<file path="src/rtl/btm_pkg.sv">
package btm_pkg;

  typedef enum logic [1:0] {
    ST_IDLE = 2'd0,
    ST_PEND = 2'd1,
    ST_ACT  = 2'd2,
    ST_TAIL = 2'd3
  } btm_state_e;

  // A bus cycle terminates on the first of next-address or ready (both active low).
  function automatic logic end_seen(input logic na_n, input logic rdy_n);
    return !na_n || !rdy_n;
  endfunction

endpackage

</file>
<file path="src/rtl/btm_capture.sv">
module btm_capture #(
  parameter int CTL_W  = 8,
  parameter int EN_BIT = 1,
  parameter int ADDR_W = 3,
  localparam int PAY_W = ADDR_W + 1
) (
  input  logic [CTL_W-1:0]  ctl_i,
  input  logic              taken_i,
  input  logic [ADDR_W-1:0] addr_i,
  input  logic              opsize32_i,
  output logic              fire_o,
  output logic [PAY_W-1:0]  data_o
);

  logic trace_on;

  generate
    if (EN_BIT < CTL_W) begin : g_en_ok
      assign trace_on = ctl_i[EN_BIT];
    end else begin : g_en_none
      assign trace_on = 1'b0;
    end
  endgenerate

  assign fire_o = taken_i && trace_on;

  // Address bits land on the low positions one for one; size flag on top.
  for (genvar g = 0; g < ADDR_W; g++) begin : g_abit
    assign data_o[g] = addr_i[g];
  end
  assign data_o[PAY_W-1] = opsize32_i;

endmodule

</file>
<file path="src/rtl/btm_queue.sv">
module btm_queue #(
  parameter int W = 4
) (
  input  logic         clk_i,
  input  logic         rst_i,
  input  logic         push_i,
  input  logic         pop_i,
  input  logic [W-1:0] din_i,
  output logic         full_o,
  output logic [W-1:0] dout_o,
  output logic         ovf_o
);

  logic         full_q;
  logic [W-1:0] data_q;
  logic         ovf_q;
  logic         room;

  assign room = !full_q || pop_i;

  always_ff @(posedge clk_i) begin
    if (rst_i) begin
      full_q <= 1'b0;
      data_q <= '0;
      ovf_q  <= 1'b0;
    end else begin
      if (push_i && room) begin
        data_q <= din_i;
        full_q <= 1'b1;
      end else if (pop_i) begin
        full_q <= 1'b0;
      end
      if (push_i && !room) ovf_q <= 1'b1;
    end
  end

  assign full_o = full_q;
  assign dout_o = data_q;
  assign ovf_o  = ovf_q;

endmodule

</file>
<file path="src/rtl/btm_window.sv">
module btm_window
  import btm_pkg::*;
#(
  parameter int W = 4
) (
  input  logic         clk_i,
  input  logic         rst_i,
  input  logic         cap_fire_i,
  input  logic [W-1:0] cap_data_i,
  input  logic         q_full_i,
  input  logic [W-1:0] q_data_i,
  input  logic         ads_n_i,
  input  logic         hold_i,
  input  logic         na_n_i,
  input  logic         rdy_n_i,
  output logic         q_push_o,
  output logic         q_pop_o,
  output logic         req_o,
  output logic         win_o,
  output logic         tail_o,
  output logic         busy_o,
  output logic [W-1:0] cur_o
);

  btm_state_e   st_q, st_d;
  logic [W-1:0] cur_q, cur_d;
  logic         busy, fin, strobe, load_new, load_q, ends;

  assign busy   = (st_q != ST_IDLE);
  assign strobe = (st_q == ST_PEND) && !ads_n_i;
  assign ends   = end_seen(na_n_i, rdy_n_i);

  // Window finishes: hold during strobe or active phase, or tail clock done.
  assign fin = ((strobe || st_q == ST_ACT) && hold_i) || (st_q == ST_TAIL);

  assign load_q   = fin && q_full_i;
  assign load_new = cap_fire_i && (!busy || (fin && !q_full_i));
  assign q_pop_o  = load_q;
  assign q_push_o = cap_fire_i && busy && !(fin && !q_full_i);

  always_comb begin
    st_d  = st_q;
    cur_d = cur_q;
    if (load_q)        cur_d = q_data_i;
    else if (load_new) cur_d = cap_data_i;

    if (!busy || fin) begin
      st_d = (load_q || load_new) ? ST_PEND : ST_IDLE;
    end else begin
      unique case (st_q)
        ST_PEND: if (strobe) st_d = ends ? ST_TAIL : ST_ACT;
        ST_ACT:  if (ends)   st_d = ST_TAIL;
        default: st_d = st_q;
      endcase
    end
  end

  always_ff @(posedge clk_i) begin
    if (rst_i) begin
      st_q  <= ST_IDLE;
      cur_q <= '0;
    end else begin
      st_q  <= st_d;
      cur_q <= cur_d;
    end
  end

  assign req_o  = (st_q == ST_PEND);
  assign win_o  = (strobe || st_q == ST_ACT || st_q == ST_TAIL) && !hold_i;
  assign tail_o = (st_q == ST_TAIL);
  assign busy_o = busy;
  assign cur_o  = cur_q;

endmodule

</file>
<file path="src/rtl/branch_trace_latch.sv">
module branch_trace_latch #(
  parameter int CTL_W  = 8,
  parameter int EN_BIT = 1,
  parameter int ADDR_W = 3,
  localparam int OUT_W = ADDR_W + 1
) (
  input  logic              clk_i,
  input  logic              rst_i,
  input  logic [CTL_W-1:0]  trace_ctl_i,
  input  logic              br_taken_i,
  input  logic [ADDR_W-1:0] tgt_addr_i,
  input  logic              opsize32_i,
  input  logic              ads_n_i,
  input  logic              hold_i,
  input  logic              na_n_i,
  input  logic              rdy_n_i,
  output logic              req_o,
  output logic [OUT_W-1:0]  trace_o,
  output logic              ovf_o
);

  logic             cap_fire;
  logic [OUT_W-1:0] cap_data;
  logic             q_push, q_pop, q_full;
  logic [OUT_W-1:0] q_data;
  logic             win_open;
  logic             win_tail;
  logic             fsm_busy;
  logic [OUT_W-1:0] cur_data;

  btm_capture #(.CTL_W(CTL_W), .EN_BIT(EN_BIT), .ADDR_W(ADDR_W)) u_cap (
    .ctl_i      (trace_ctl_i),
    .taken_i    (br_taken_i),
    .addr_i     (tgt_addr_i),
    .opsize32_i (opsize32_i),
    .fire_o     (cap_fire),
    .data_o     (cap_data)
  );

  btm_queue #(.W(OUT_W)) u_q (
    .clk_i  (clk_i),
    .rst_i  (rst_i),
    .push_i (q_push),
    .pop_i  (q_pop),
    .din_i  (cap_data),
    .full_o (q_full),
    .dout_o (q_data),
    .ovf_o  (ovf_o)
  );

  btm_window #(.W(OUT_W)) u_win (
    .clk_i      (clk_i),
    .rst_i      (rst_i),
    .cap_fire_i (cap_fire),
    .cap_data_i (cap_data),
    .q_full_i   (q_full),
    .q_data_i   (q_data),
    .ads_n_i    (ads_n_i),
    .hold_i     (hold_i),
    .na_n_i     (na_n_i),
    .rdy_n_i    (rdy_n_i),
    .q_push_o   (q_push),
    .q_pop_o    (q_pop),
    .req_o      (req_o),
    .win_o      (win_open),
    .tail_o     (win_tail),
    .busy_o     (fsm_busy),
    .cur_o      (cur_data)
  );

  assign trace_o = win_open ? cur_data : '0;

endmodule

</file>
<file path="config.mk">
export PLATFORM = sky130hd
export DESIGN_NAME = branch_trace_latch
export DESIGN_NICKNAME = d
export VERILOG_FILES = /design/src/rtl/btm_pkg.sv /design/src/rtl/btm_capture.sv /design/src/rtl/btm_queue.sv /design/src/rtl/btm_window.sv /design/src/rtl/branch_trace_latch.sv
export SDC_FILE = /design/constraint.sdc
export NUM_CORES = 1
export LEC_CHECK = 0
export ABC_AREA = 1
export BUFFER_PORTS_ARGS = -buffer_cell sky130_fd_sc_hd__clkbuf_2
export CORE_MARGIN = 2
export CORE_UTILIZATION = 40
export CTS_BUF_LIST = sky130_fd_sc_hd__clkbuf_4
export DETAILED_ROUTE_END_ITERATION = 12
export GPL_ROUTABILITY_DRIVEN = 0
export PLACE_DENSITY = 0.65
export SYNTH_ARGS = -nofsm -noshare
export SYNTH_HDL_FRONTEND = slang
export SYNTH_SLANG_ARGS = --single-unit
</file>
<file path="constraint.sdc">
create_clock -name clk_i -period 1.34 [get_ports clk_i]
set_input_delay 0.067 -clock clk_i [delete_from_list [all_inputs] [get_ports clk_i]]
set_output_delay 0.067 -clock clk_i [all_outputs]
set_load 0.03 [all_outputs]
</file>
==> results of run 1 <==
==> flip-flops by register name (all words and copies together), names as in the netlist <==
register	flops
u_win.st_q	2
u_q.full_o	1
u_win.cur_o	4
u_q.dout_o	4
u_q.ovf_o	1
==> synth_stat cells <==
master / count
nand3_4: 1
nand2_4: 4
inv_1: 10
o21a_1: 1
nor2_1: 17
o21ai_1: 1
o21ai_0: 5
a21oi_1: 6
a21oi_2: 1
dfxtp_1: 12
nand2_2: 1
nand3_1: 2
inv_2: 2
nor3_1: 1
clkinv_2: 1
o211ai_1: 1
nand2_1: 30
==> report_power, final <==
part | internal [mW] | switching (mW) | total (mW)
registers | 0.379 | 0.0161 | 0.395
clock network | 0.108 | 0.122 | 0.230
logic | 0.0568 | 0.0988 | 0.156
total | 0.544 | 0.237 | 0.781
==> routing by layer <==
layer	GRT usage	routed length, um	vias to the layer above
li1	-	-	340
met1	0.195	595	258
met2	0.232	511	15
met3	0.0625	76	5
met4	0.0909	32	0
met5	0	0	-
==> per-stage QoR <==
step	total power [mW]	setup TNS [ns]	hold slack, ns	instance area [um^2]	std cells
6_report	0.781	0	0.0347	788	133
3_3_place_gp	0.552	0	0.327	739	129
2_1_floorplan	0.510	0	0.136	634	96
4_1_cts	0.792	0	0.0277	779	133
3_5_place_dp	0.555	0	0.334	739	129
5_1_grt	0.831	-0.0511	0.0432	788	133
==> final timing paths <==
check	to	slack, ns	cells past startpoint
setup / recovery	trace_o[1]	0.08	5
hold / removal	u_win.st_q[0]$_SDFFE_PP0P_	0.03	3
setup reg to reg	u_q.dout_o[2]$_SDFFE_PP0P_	0.11	7
hold reg to reg	u_win.cur_o[1]$_SDFFE_PP0P_	0.47	2
==> kinds of logic (layout without fill, tap and decap cells) <==
group / after synthesis / in the layout / share of synthesized area
buffers and inverters: 13 / 34 / 0.0789
and+or+nand+nor: 56 / 56 / 0.410
DFF: 12 / 12 / 0.379
AOI/OAI and AO/OA: 15 / 15 / 0.132
==> worst min-delay path, stage by stage <==
cell      delay [ns]
clkbuf_2        0.09
nand2_1         0.06
a21oi_1         0.06
==> cell type report <==
type	instances	area, um^2
fill	154	701
multi-input combinational	71	354
sequential	12	243
timing repair buffer	17	95.1
inverter	13	50.0
clock buffer	3	22.5
tap	16	20.0
clock inverter	1	3.75
==> what timing repair did <==
item | 4_1_cts | 5_1_grt
gates resized for setup | 6 | 9
setup endpoints to repair | 4 | 8
gates cloned | 0 | 0
==> impl_metrics.tcl, run 1 <==
set metrics [dict create \
    areaGrowthSynthToFinish_pct 24.3 \
    synth_top_area_cell "dfxtp_1" \
    drt_wl_total_um 1220 \
    vias_per_cell 4.65 \
    drcViolationCount 0 \
    coreArea_mm2 0.00149 \
    layout_setup_ws_ns 0.0780 \
    avgSynthCellArea_um2 6.61 \
    worst_setup_path_end_kind "output port" \
    synth_top_cell_area_share 0.379 \
    ys_seq_area_frac 0.379 \
    netlist_top_cells_area "dfxtp_1 (38%), nand2_1 (18%), nor2_1 (10%), nand2_4 (7.1%), inv_1 (5.9%)" \
    power_density_mw_per_mm2 991 \
    grt_pass1_vias 505 \
    p_leak_nw 0.371 \
    hp-class "primary input to register" \
    crit_buf_inv 1 \
    cts_sinks 12 \
    antenna_found_initial 0 \
    cp_max_fo 5 \
    place_ws_ns 0.0906 \
    ys_warn_count 0 \
    drtPass1Iterations 4 \
    maxSlewViolCount 0 \
    h-tree-depth 1 \
    r2r_start "u_win.st_q[0]$_SDFFE_PP0P_" \
    die-area_mm2 0.00192 \
    peakVddDrop_mv 0.575 \
    vias 618 \
    path_clk_slew_ns 0.07 \
    hold_buffers 0 \
    path_cells "nand2_1, nand2_4, nand2_2, nor2_1, buf_4" \
    fin_crit_ns 1.26 \
    grt_max_degree 8 \
    synth.distinct_cells 17 \
    postCtsSetupRepairBufs 0 \
    max_stage_delay_ns 0.36 \
    synth-seq-cells 12 \
    fmax_mhz 792 \
    n_antenna_cell 0 \
    drv_cap 0 \
    final_cell_mix "nand2_1 (29), nor2_1 (17), clkbuf_2 (13)" \
    numCtsBuffers 3 \
    syn_inst 96 \
    ant_nets 0 \
    synth_nets 115 \
    setup.worst_path.start "u_win.st_q[0]$_SDFFE_PP0P_" \
    post-dp-hpwl_um 982 \
    cts_tree "built" \
    wl_per_cell_um 9.14 \
    cp.arrival_ns 1.20 \
    die_h_um 43.8 \
    fin_skew_ns 0.00343 \
    rsz0062_at_grt "yes" \
    criticalPathCategory "register to output port" \
    clk_path_buf_depth 2 \
    die_w_um 43.8 \
    io_pins 25 \
    worst_ep_required_time_ns 1.27 \
    crit_family "simple AND/OR/NAND/NOR gates" \
    port_buffers 17 \
    final_common_cell "nand2_1" \
    status "finished clean" \
    final_util 0.529 \
    worstSkewPairLatency_ns 0.28 \
    finalCritPeriodShare 0.942 \
    nets 137 \
    drive_gt1_frac 0.282 \
    num_rows 14 \
    dr.first_iter.drc_count 3 \
    worst_pin_slew_ns 0.243 \
    globalRouteOverflowTotal 0 \
    worstHoldStart "ads_n_i" \
    hold_viol 0 \
    setup_viol 0 \
    grt_pass1_wl_um 2150 \
    start_util 0.426 \
    critPathLaunchType "register" \
    cts-root-buf "clkbuf_4" \
    track_usage 0.158 \
    slowest_stage "dfxtp_2" \
    slew_headroom 0.838 \
    synth_area_um2 634 \
]
No activity file was read; power rests on OpenSTA's default activity.
==> inputs of run 2 (changes only) <==
RECOVER_POWER = 50   (was unset)
==> impl_metrics.tcl, run 2 (synthesized netlist as in run 1, its figures left out) <==
set metrics [dict create \
    vias 620 \
    hold_viol 0 \
    n_antenna_cell 0 \
    hp-class "primary input to register" \
    power_density_mw_per_mm2 993 \
    ant_nets 0 \
    whs_ns 0.0349 \
    layout_setup_ws_ns 0.0772 \
    dr.first_iter.drc_count 3 \
    final_common_cell "nand2_1" \
    nets 137 \
    crit_buf_inv 1 \
    wl_per_cell_um 9.14 \
    max_stage_delay_ns 0.36 \
    post-dp-hpwl_um 982 \
    p_leak_nw 0.367 \
    die_w_um 43.8 \
    grt_pass1_vias 505 \
    fmax_mhz 792 \
    start_util 0.426 \
    die-area_mm2 0.00192 \
    peakVddDrop_mv 0.575 \
    final_cell_mix "nand2_1 (29), nor2_1 (17), clkbuf_2 (12)" \
    finalCritPeriodShare 0.942 \
    coreArea_mm2 0.00149 \
    globalRouteOverflowTotal 0 \
    fin_skew_ns 0.00350 \
    port_buffers 17 \
    numCtsBuffers 3 \
    h-tree-depth 1 \
    cts_sinks 12 \
    grt_pass1_wl_um 2150 \
    clk_path_buf_depth 2 \
    drtPass1Iterations 4 \
    final.setup.tns_ns 0 \
    slew_headroom 0.763 \
    crit_family "simple AND/OR/NAND/NOR gates" \
    criticalPathCategory "register to output port" \
    drt_wl_total_um 1220 \
    place_ws_ns 0.0906 \
    io_pins 25 \
    die_h_um 43.8 \
    num_rows 14 \
    fin_crit_ns 1.26 \
    finalNonFillerCells 133 \
    status "finished clean" \
    drive_gt1_frac 0.274 \
    areaGrowthSynthToFinish_pct 24.1 \
    grt_max_degree 8 \
    multiInputGateArea_um2 354 \
    slowest_stage "dfxtp_2" \
    cp.arrival_ns 1.20 \
    postCtsSetupRepairBufs 0 \
    regArea_um2 243 \
    cts-root-buf "clkbuf_4" \
    cts_tree "built" \
    drv_cap 0 \
    vias_per_cell 4.66 \
    worst_setup_path_end_kind "output port" \
    track_usage 0.158 \
    worstSkewPairLatency_ns 0.28 \
    dp_cells 129 \
    n_fill_cell 153 \
    critPathLaunchType "register" \
    path_clk_slew_ns 0.07 \
    drcViolationCount 0 \
    cp_max_fo 5 \
    rsz0062_at_grt "yes" \
    worst_ep_required_time_ns 1.27 \
    worst_pin_slew_ns 0.356 \
    maxSlewViolCount 0 \
    path_cells "nand2_1, nand2_4, nand2_2, nor2_1, buf_4" \
    antenna_found_initial 0 \
    setup_viol 0 \
]
==> run 2: cell types whose count changed in the layout (fill, tap and decap cells not counted) <==
cell / delta
clkbuf_2: -1
clkbuf_1: +1
==> run 2: final cells by class <==
type | count | share of cell area
clock buffer | 3 | 0.0286
clock inverter | 1 | 0.00477
multi-input combinational | 71 | 0.450
tap | 16 | 0.0254
sequential | 12 | 0.308
inverter | 13 | 0.0636
timing repair buffer | 17 | 0.119
==> run 2: tightest hold or removal path, cell delays in order <==
cell	delay, ns
clkbuf_2	0.09
nand2_1	0.06
a21oi_1	0.06
==> run 2: worst paths after layout <==
path / startpoint / to / slack, ns / cells after the start
setup / recovery: u_win.st_q[0]$_SDFFE_PP0P_ / trace_o[1] / 0.08 / 5
hold / removal: ads_n_i / u_win.st_q[0]$_SDFFE_PP0P_ / 0.03 / 3
setup reg to reg: u_win.st_q[0]$_SDFFE_PP0P_ / u_q.dout_o[2]$_SDFFE_PP0P_ / 0.11 / 7
hold reg to reg: u_win.cur_o[1]$_SDFFE_PP0P_ / u_win.cur_o[1]$_SDFFE_PP0P_ / 0.47 / 2
==> run 2: per-stage QoR <==
| step | total power [mW] | utilization | area [um^2] |
|---|---|---|---|
| 6_report | 0.781 | 0.529 | 787 |
| 5_1_grt | 0.831 | 0.529 | 787 |
| 4_1_cts | 0.792 | 0.524 | 779 |
| 3_5_place_dp | 0.555 | 0.497 | 739 |
| 3_3_place_gp | 0.552 | 0.497 | 739 |
| 2_1_floorplan | 0.510 | - | 634 |
==> run 2: timing repair <==
action / CTS / global route
gates resized for setup: 6 / 9
hold buffers: 0 / 0
endpoints found under the setup margin: 4 / 8
==> run 2: power breakdown <==
group	internal, mW	switching (mW)	total [mW]
Sequential	0.379	0.0161	0.395
Combinational	0.0567	0.0990	0.156
Clock	0.108	0.122	0.230
Total	0.544	0.237	0.781
==> run 2: metal layers <==
| layer | routed length (um) | GRT usage |
|---|---|---|
| met1 | 593 | 0.195 |
| met2 | 511 | 0.232 |
| met3 | 78 | 0.0625 |
| met4 | 32 | 0.0909 |
| met5 | 0 | 0 |
